## src/rtl/triLevelPkg.sv

```systemverilog
package triLevelPkg;

  localparam int LEVELS = 3;

  typedef enum logic [1:0] {
    PH_IDLE  = 2'd0,
    PH_WIPE  = 2'd1,
    PH_DRIVE = 2'd2,
    PH_READ  = 2'd3
  } phase_t;

  typedef struct packed {
    logic wipe;
    logic write;
    logic read;
    logic bitLine;
    logic sample;
    logic capture;
  } strobes_t;

endpackage

```

## src/rtl/triLevelCtrl.sv

```systemverilog
module triLevelCtrl
  import triLevelPkg::*;
#(
  parameter int WIPE_CYCLES      = 3,
  parameter int DRIVE_CYCLES     = 5,
  parameter int READ_CYCLES      = 2,
  parameter int PRECHARGE_CYCLES = 1
) (
  input  logic     clk,
  input  logic     rstN,
  input  logic     opStart,
  input  logic     quantMode,
  output strobes_t strb,
  output logic     busy,
  output logic     done
);

  localparam int MAX_A   = (WIPE_CYCLES > DRIVE_CYCLES) ? WIPE_CYCLES : DRIVE_CYCLES;
  localparam int MAX_CYC = (MAX_A > READ_CYCLES) ? MAX_A : READ_CYCLES;
  localparam int CNT_W   = (MAX_CYC > 1) ? $clog2(MAX_CYC) : 1;

  localparam logic [CNT_W-1:0] WIPE_LAST  = CNT_W'(WIPE_CYCLES - 1);
  localparam logic [CNT_W-1:0] DRIVE_LAST = CNT_W'(DRIVE_CYCLES - 1);
  localparam logic [CNT_W-1:0] READ_LAST  = CNT_W'(READ_CYCLES - 1);
  localparam logic [CNT_W-1:0] SENSE_FROM = CNT_W'(PRECHARGE_CYCLES);

  phase_t           phase;
  logic [CNT_W-1:0] phaseCnt;
  logic             quantLatched;

  always_ff @(posedge clk or negedge rstN) begin
    if (!rstN) begin
      phase        <= PH_IDLE;
      phaseCnt     <= '0;
      quantLatched <= 1'b0;
      busy         <= 1'b0;
      done         <= 1'b0;
    end else begin
      done <= 1'b0;
      unique case (phase)
        PH_IDLE: begin
          if (opStart) begin
            phase        <= PH_WIPE;
            phaseCnt     <= '0;
            quantLatched <= quantMode;
            busy         <= 1'b1;
          end
        end
        PH_WIPE: begin
          if (phaseCnt == WIPE_LAST) begin
            phase    <= PH_DRIVE;
            phaseCnt <= '0;
          end else begin
            phaseCnt <= phaseCnt + 1'b1;
          end
        end
        PH_DRIVE: begin
          if (phaseCnt == DRIVE_LAST) begin
            phase    <= PH_READ;
            phaseCnt <= '0;
          end else begin
            phaseCnt <= phaseCnt + 1'b1;
          end
        end
        PH_READ: begin
          if (phaseCnt == READ_LAST) begin
            phase    <= PH_IDLE;
            phaseCnt <= '0;
            busy     <= 1'b0;
            done     <= 1'b1;
          end else begin
            phaseCnt <= phaseCnt + 1'b1;
          end
        end
        default: phase <= PH_IDLE;
      endcase
    end
  end

  always_comb begin
    strb = '0;
    unique case (phase)
      PH_WIPE: begin
        strb.wipe    = 1'b1;
        strb.write   = 1'b1;
        strb.bitLine = 1'b1;
      end
      PH_DRIVE: begin
        strb.write  = 1'b1;
        strb.sample = quantLatched && (phaseCnt == '0);
      end
      PH_READ: begin
        strb.read    = (phaseCnt >= SENSE_FROM);
        strb.capture = (phaseCnt == READ_LAST);
      end
      default: strb = '0;
    endcase
  end

endmodule

```

## src/rtl/triLevelPath.sv

```systemverilog
module triLevelPath
  import triLevelPkg::*;
#(
  parameter int NUM_LEVELS = LEVELS,
  localparam int CODE_W = $clog2(NUM_LEVELS + 1)
) (
  input  logic                  clk,
  input  logic                  rstN,
  input  strobes_t              strb,
  input  logic [NUM_LEVELS-1:0] cellLevels,
  output logic                  wrEn,
  output logic                  rdEn,
  output logic                  bitLine,
  output logic                  wipeStrobe,
  output logic                  sampleStrobe,
  output logic [CODE_W-1:0]     code,
  output logic                  codeErr,
  output logic [NUM_LEVELS-1:0] levelBits
);

  assign wrEn         = strb.write;
  assign rdEn         = strb.read;
  assign bitLine      = strb.bitLine;
  assign wipeStrobe   = strb.wipe;
  assign sampleStrobe = strb.sample;

  logic [NUM_LEVELS:0] isTherm;
  logic [CODE_W-1:0]   thermIdx;
  logic                thermOk;

  for (genvar n = 0; n <= NUM_LEVELS; n++) begin : gThermMatch
    assign isTherm[n] = (cellLevels == NUM_LEVELS'((1 << n) - 1));
  end

  always_comb begin
    thermIdx = '0;
    for (int n = 0; n <= NUM_LEVELS; n++) begin
      if (isTherm[n]) thermIdx = thermIdx | CODE_W'(n);
    end
  end

  assign thermOk = |isTherm;

  always_ff @(posedge clk or negedge rstN) begin
    if (!rstN) begin
      code      <= '0;
      codeErr   <= 1'b0;
      levelBits <= '0;
    end else if (strb.capture) begin
      levelBits <= cellLevels;
      codeErr   <= !thermOk;
      code      <= thermOk ? thermIdx : '0;
    end
  end

endmodule

```

## src/rtl/triLevelSeq.sv

```systemverilog
module triLevelSeq
  import triLevelPkg::*;
#(
  parameter int WIPE_CYCLES  = 3,
  parameter int DRIVE_CYCLES = 5,
  parameter int READ_CYCLES  = 2
) (
  input  logic       clk,
  input  logic       rstN,
  input  logic       opStart,
  input  logic       quantMode,
  input  logic [2:0] cellLevels,
  output logic       wrEn,
  output logic       rdEn,
  output logic       bitLine,
  output logic       wipeStrobe,
  output logic       sampleStrobe,
  output logic       busy,
  output logic       done,
  output logic [1:0] code,
  output logic       codeErr,
  output logic       orOut,
  output logic       majOut,
  output logic       andOut
);

  strobes_t   strb;
  logic [2:0] levelBits;

  triLevelCtrl #(
    .WIPE_CYCLES     (WIPE_CYCLES),
    .DRIVE_CYCLES    (DRIVE_CYCLES),
    .READ_CYCLES     (READ_CYCLES),
    .PRECHARGE_CYCLES(1)
  ) ctrl (
    .clk      (clk),
    .rstN     (rstN),
    .opStart  (opStart),
    .quantMode(quantMode),
    .strb     (strb),
    .busy     (busy),
    .done     (done)
  );

  triLevelPath #(
    .NUM_LEVELS(3)
  ) path (
    .clk         (clk),
    .rstN        (rstN),
    .strb        (strb),
    .cellLevels  (cellLevels),
    .wrEn        (wrEn),
    .rdEn        (rdEn),
    .bitLine     (bitLine),
    .wipeStrobe  (wipeStrobe),
    .sampleStrobe(sampleStrobe),
    .code        (code),
    .codeErr     (codeErr),
    .levelBits   (levelBits)
  );

  assign orOut  = levelBits[0];
  assign majOut = levelBits[1];
  assign andOut = levelBits[2];

endmodule

```

## config.mk

```make
export PLATFORM = sky130hd
export DESIGN_NAME = triLevelSeq
export DESIGN_NICKNAME = d
export VERILOG_FILES = /design/src/rtl/triLevelPkg.sv /design/src/rtl/triLevelCtrl.sv /design/src/rtl/triLevelPath.sv /design/src/rtl/triLevelSeq.sv
export SDC_FILE = /design/constraint.sdc
export NUM_CORES = 1
export LEC_CHECK = 0
export BUFFER_PORTS_ARGS = -buffer_cell sky130_fd_sc_hd__buf_4
export CAP_MARGIN = 10
export CELL_PAD_IN_SITES_DETAIL_PLACEMENT = 0
export CELL_PAD_IN_SITES_GLOBAL_PLACEMENT = 2
export CORE_MARGIN = 1
export CORE_UTILIZATION = 34
export CTS_CLUSTER_DIAMETER = 60
export DETAILED_ROUTE_END_ITERATION = 16
export PLACE_DENSITY = 0.86
export SYNTH_ARGS = -nofsm -noshare
export SYNTH_HDL_FRONTEND = slang
export SYNTH_SLANG_ARGS = --single-unit
```

## constraint.sdc

```tcl
create_clock -name clk -period 5.05 [get_ports clk]
set_input_delay 0 -clock clk [delete_from_list [all_inputs] [get_ports clk]]
set_output_delay 0 -clock clk [all_outputs]
set_load 0.005 [all_outputs]
```

# [After elaboration in Yosys (flattened, before gate mapping)]
# Index checks and enable logic that the tools add are counted.
[totals] register_bits=14 latch_bits=0 ram_bits=0 mem_bits_ro=0 inputBits=7 out_inout_bits=13 elab_cells=58 mem_count=0
[classes] add_sub_neg=1 multipliers=0 div_mod_pow=0 magnitude_cmp=1 eq_ne=13 shifts=0 mux=24 bitwise=0 n_reduce_logical=11
[op_table] cell="$mux 2" count=7
[op_table] cell="$mux 3" count=4
[op_table] cell="$pmux 3 s4" count=1
[op_table] cell="$mux 1" count=10
[op_table] cell="$pmux 2 s4" count=1
[op_table] cell="$eq 3x1->1 const B" count=2
[op_table] cell="$eq 3x2->1 const B" count=2
[op_table] cell="$eq 3x3->1 const B" count=2
[op_table] cell="$logic_not 3->1" count=2
[op_table] cell="$ne 2x1->1 const B" count=3
[op_table] cell="$eq 2x2->1 const B" count=2
[op_table] cell="$reduce_and 4->1" count=1
[op_table] cell="$reduce_or 4->1" count=1
[op_table] cell="$add 3x1->3 const B" count=1
[op_table] cell="$ge 3x1->1 const B" count=1
[op_table] cell="$reduce_and 3->1" count=1
[op_table] cell="$eq 2x1->1 const B" count=1
[op_table] cell="$logic_not 2->1" count=1
[op_table] cell="$ne 2x2->1 const B" count=1
[op_table] cell="$pmux 1 s2" count=1
[op_table] cell="$reduce_and 2->1" count=1
[op_table] cell="$reduce_bool 2->1" count=1
[op_table] cell="$reduce_or 2->1" count=1
[op_table] cell="$logic_and 1x1->1" count=1
[op_table] cell="$logic_not 1->1" count=1

# [Depth between registers and ports, before layout]
[depth] depth_word=5 depth_mapped=7 ltp_nobuf=6

# [Hierarchy]
# Synthesis repeated with hierarchy kept, for this count alone.
[hier_totals] cells_unflattened=85 hier_area_um2=874.6
[by_module_without_submodules] module="triLevelCtrl" n_inst=1 cells_per_inst=60 area_each_um2=564.3
[by_module_without_submodules] module="triLevelPath" n_inst=1 cells_per_inst=25 area_each_um2=310.3

# [Worst setup path after synthesis]
# Ideal clock, no wire load.
[synth_path] path_kind="reg-to-reg" start="register ctrl.phaseCnt[1]" end="register ctrl.phase[0]" t_arrival_ps=1573 required_time_ps=4931 setup_slack_ps=3358 stages_incl_launch_ff=7 synth_period_minus_slack_ps=1692 cell_sequence="dfrtp_1 -> inv_1 -> ha_1 -> nand2b_4 -> a22o_1 -> or4_1 -> o21a_1"
[synth_via] elab_chain_len=3 word_cells_on_any_way=7 classes_between="eq/ne: 6; reduce/logical: 1"
[synth_lines] element="start: declaration" line="triLevelCtrl.sv:28" text="logic [CNT_W-1:0] phaseCnt;"
[synth_lines] element="start signal: assignment" line="triLevelCtrl.sv:54" text="phaseCnt <= phaseCnt + 1'b1;"
[synth_lines] element="start signal: assignment" line="triLevelCtrl.sv:62" text="phaseCnt <= phaseCnt + 1'b1;"
[synth_lines] element="start signal: assignment" line="triLevelCtrl.sv:72" text="phaseCnt <= phaseCnt + 1'b1;"
[synth_lines] element="$eq 3x2->1, or another cell as far along" line="triLevelCtrl.sv:50" text="if (phaseCnt == WIPE_LAST) begin"
[synth_lines] element="$ne 2x1->1 (no line)"
[synth_lines] element="$reduce_and 4->1 (no line) *"
[synth_lines] element="end signal: assignment" line="triLevelCtrl.sv:51" text="phase <= PH_DRIVE;"
[synth_lines] element="end signal: assignment" line="triLevelCtrl.sv:59" text="phase <= PH_READ;"
[synth_lines] element="end signal: assignment" line="triLevelCtrl.sv:67" text="phase <= PH_IDLE;"
[synth_lines] element="end: declaration" line="triLevelCtrl.sv:27" text="phase_t phase;"
# Mark *: on every way between the ends. The rest lies on a longest branch, timed or not.
# A chain may end at the register's enable or synchronous reset.

# [Worst setup path after layout]
[layout_path] start="register ctrl.phaseCnt[1]" end="register ctrl.phase[1]"
# Same word-level chain as after synthesis.

==> impl_metrics.tcl <==
set metrics [dict create \
    grt_pass1_wl_mm 2.72 \
    core_sq_um 2230 \
    synth_edf_count 0 \
    synth-main-ff-cell "dfrtp_1" \
    drt-pass1-iter-count 4 \
    io_pins 20 \
    cts_tree "built" \
    die_x_microns 50.9 \
    start_util 0.365 \
    htreeDepth 1 \
    seq_area_sq_um 350 \
    endpoint_kind "register" \
    synthTopCellsByCount "14 x dfrtp_1, 10 x nand2_1, 9 x ha_1, 9 x inv_1, 8 x o21ai_0" \
    path_class "reg2reg" \
    hold_class "in2reg" \
    seq_area_frac_synth 0.430 \
    die_h_microns 50.9 \
    finalCritPeriodShare 0.359 \
    ctsResizeCount 0 \
    holdBufCountCts 6 \
    tightest_slew_ns 0.485 \
    dieArea_sq_um 2600 \
    fin_nets 123 \
    netlist_area_sq_um 815 \
    drv_cap 0 \
    portBuffers 19 \
    synth_area_leaders "dfrtp_1 43%, ha_1 14%, o21ai_0 4.9%" \
    antenna_found_initial 0 \
    place_area_sq_um 968 \
    synth_fp_nets 96 \
    synth_most_common_cell "dfrtp_1" \
    synthArstFlopShare 1.00 \
    clock.fmax_ghz 0.551 \
    ir_worst_vdd_v 0.000277 \
    synth_seq_cells 14 \
    viasPerCell 4.75 \
    grt-ovfl-total 0 \
    cp_max_fo 5 \
    required_ns 5.21 \
    setup_viol 0 \
    drc 0 \
    worstSkewPairLatency_ns 0.27 \
    finalHoldViolCount 0 \
    syn2layout_area_growth_pct 30.7 \
    power_leakage_uw 0.000517 \
    power_density_nw_per_um2 566 \
    wl_mm 1.53 \
    fin_area_sq_um 1060 \
    grt_max_degree 15 \
    syn_inst 80 \
    synth_area_per_cell_sq_um 10.2 \
    setup_tns_ns 0 \
    fill_cells 232 \
    wire_per_inst_microns 11.4 \
    vias 637 \
    grt_use_total 0.142 \
    ant_nets 0 \
    cp-start-kind "register" \
    gp_congestion 0.775 \
    drtIter0Drc 10 \
    cts.path.max_buffers 2 \
    first_global_vias 605 \
    clk_transition_reported_paths_ns 0.08 \
    slew_violations 0 \
    fin_crit_ns 1.81 \
    rows 17 \
    clkSinkCount 14 \
    drive_gt1_frac 0.255 \
    hpwlAfterDp_mm 1.21 \
    cts_buffers 3 \
    cts-root-buf "clkbuf_4" \
    max_slew_margin 0.674 \
    fin_skew_ns 0.00372 \
    rsz0062_at_grt "false" \
    ys_warn_count 0 \
    synth.top_cell.area_share 0.430 \
    synth_top_cell_by_area "dfrtp_1" \
    run_status "finished clean" \
    arrival_ns 1.98 \
    diodes 0 \
    multiInputGateArea_sq_um 407 \
    synth_cell_types 28 \
    post_cts_buffers 0 \
]
## sequential cells by signal, summed over array words and instances, names as in the netlist
name	count
ctrl.done	1
ctrl.phase	2
path.levelBits	3
ctrl.phaseCnt	3
path.codeErr	1
ctrl.quantLatched	1
ctrl.busy	1
path.code	2
## routing by layer
layer / vias up / GRT usage / routed length, microns
li1: 325 / - / -
met1: 296 / 0.190 / 690
met2: 14 / 0.219 / 746
met3: 2 / 0.0446 / 76
met4: 0 / 0.0417 / 10
met5: - / 0 / 0
## where the power goes
| group | switching, uW | leakage [uW] | internal [uW] |
|---|---|---|---|
| clock network | 33.9 | 0.0000210 | 43.8 |
| logic | 150 | 0.000323 | 171 |
| registers | 39.4 | 0.000172 | 164 |
## cells by family after synthesis
logic type / after synthesis / share of synthesized area
AOI/OAI and AO/OA: 18 / 0.138
xor gates and xnor gates: 1 / 0.0108
adders and majority gates: 9 / 0.138
buffers and inverters: 12 / 0.0707
DFF: 14 / 0.430
muxes: 5 / 0.0676
and+or+nand+nor: 21 / 0.144
## critical path: stages (launching register included)
cell      delay (ns)
dfrtp_1         0.43
inv_1           0.09
ha_1            0.26
nand2b_4        0.07
a22o_1          0.27
nor3_2          0.24
mux2_1          0.34
## area by class of cell
type,count,share of cell area
multi-input combinational,54,0.382
sequential,14,0.329
timing repair buffer,25,0.190
clock buffer,4,0.0341
tap,28,0.0329
inverter,9,0.0317
## path summary, 6_finish.rpt
| check | slack (ns) | cells after the start | start | end |
|---|---|---|---|---|
| worst max register to register | 3.24 | 6 | ctrl.phaseCnt[1] | ctrl.phase[1] |
| max in group asynchronous | 4.78 | 2 | rstN | ctrl.busy |
| worst min register to register | 0.49 | 2 | path.code[0] | path.code[0] |
| worst min-delay path | 0.04 | 3 | opStart | ctrl.busy |
| worst max-delay path | 3.24 | 6 | ctrl.phaseCnt[1] | ctrl.phase[1] |
| min in group asynchronous | 0.11 | 2 | rstN | path.levelBits[1] |
## layout by cell type (no fill, tap or decap), types with 2 or more instances in the layout
cell / n
mux2_1: 2
mux2_2: 2
dfrtp_1: 14
inv_1: 9
nor3_1: 2
clkbuf_4: 3
buf_4: 19
nand2b_1: 2
o31ai_1: 2
o21ai_0: 8
a21oi_1: 3
dlygate4sd3_1: 6
nand2_1: 10
ha_1: 9
## metrics by stage
step	total power, uW	cells	util	worst slack, ns	hold slack, ns
global placement	527	124	0.434	3.30	-0.144
finish	602	134	0.477	3.24	0.0364
CTS	614	134	0.477	3.22	0.0346
detailed placement	529	124	0.434	3.24	-0.140
floorplan	407	80	-	3.36	-0.296
global route	668	134	0.477	3.09	0.0577
Note: power is estimated with default switching activity, not from simulation.
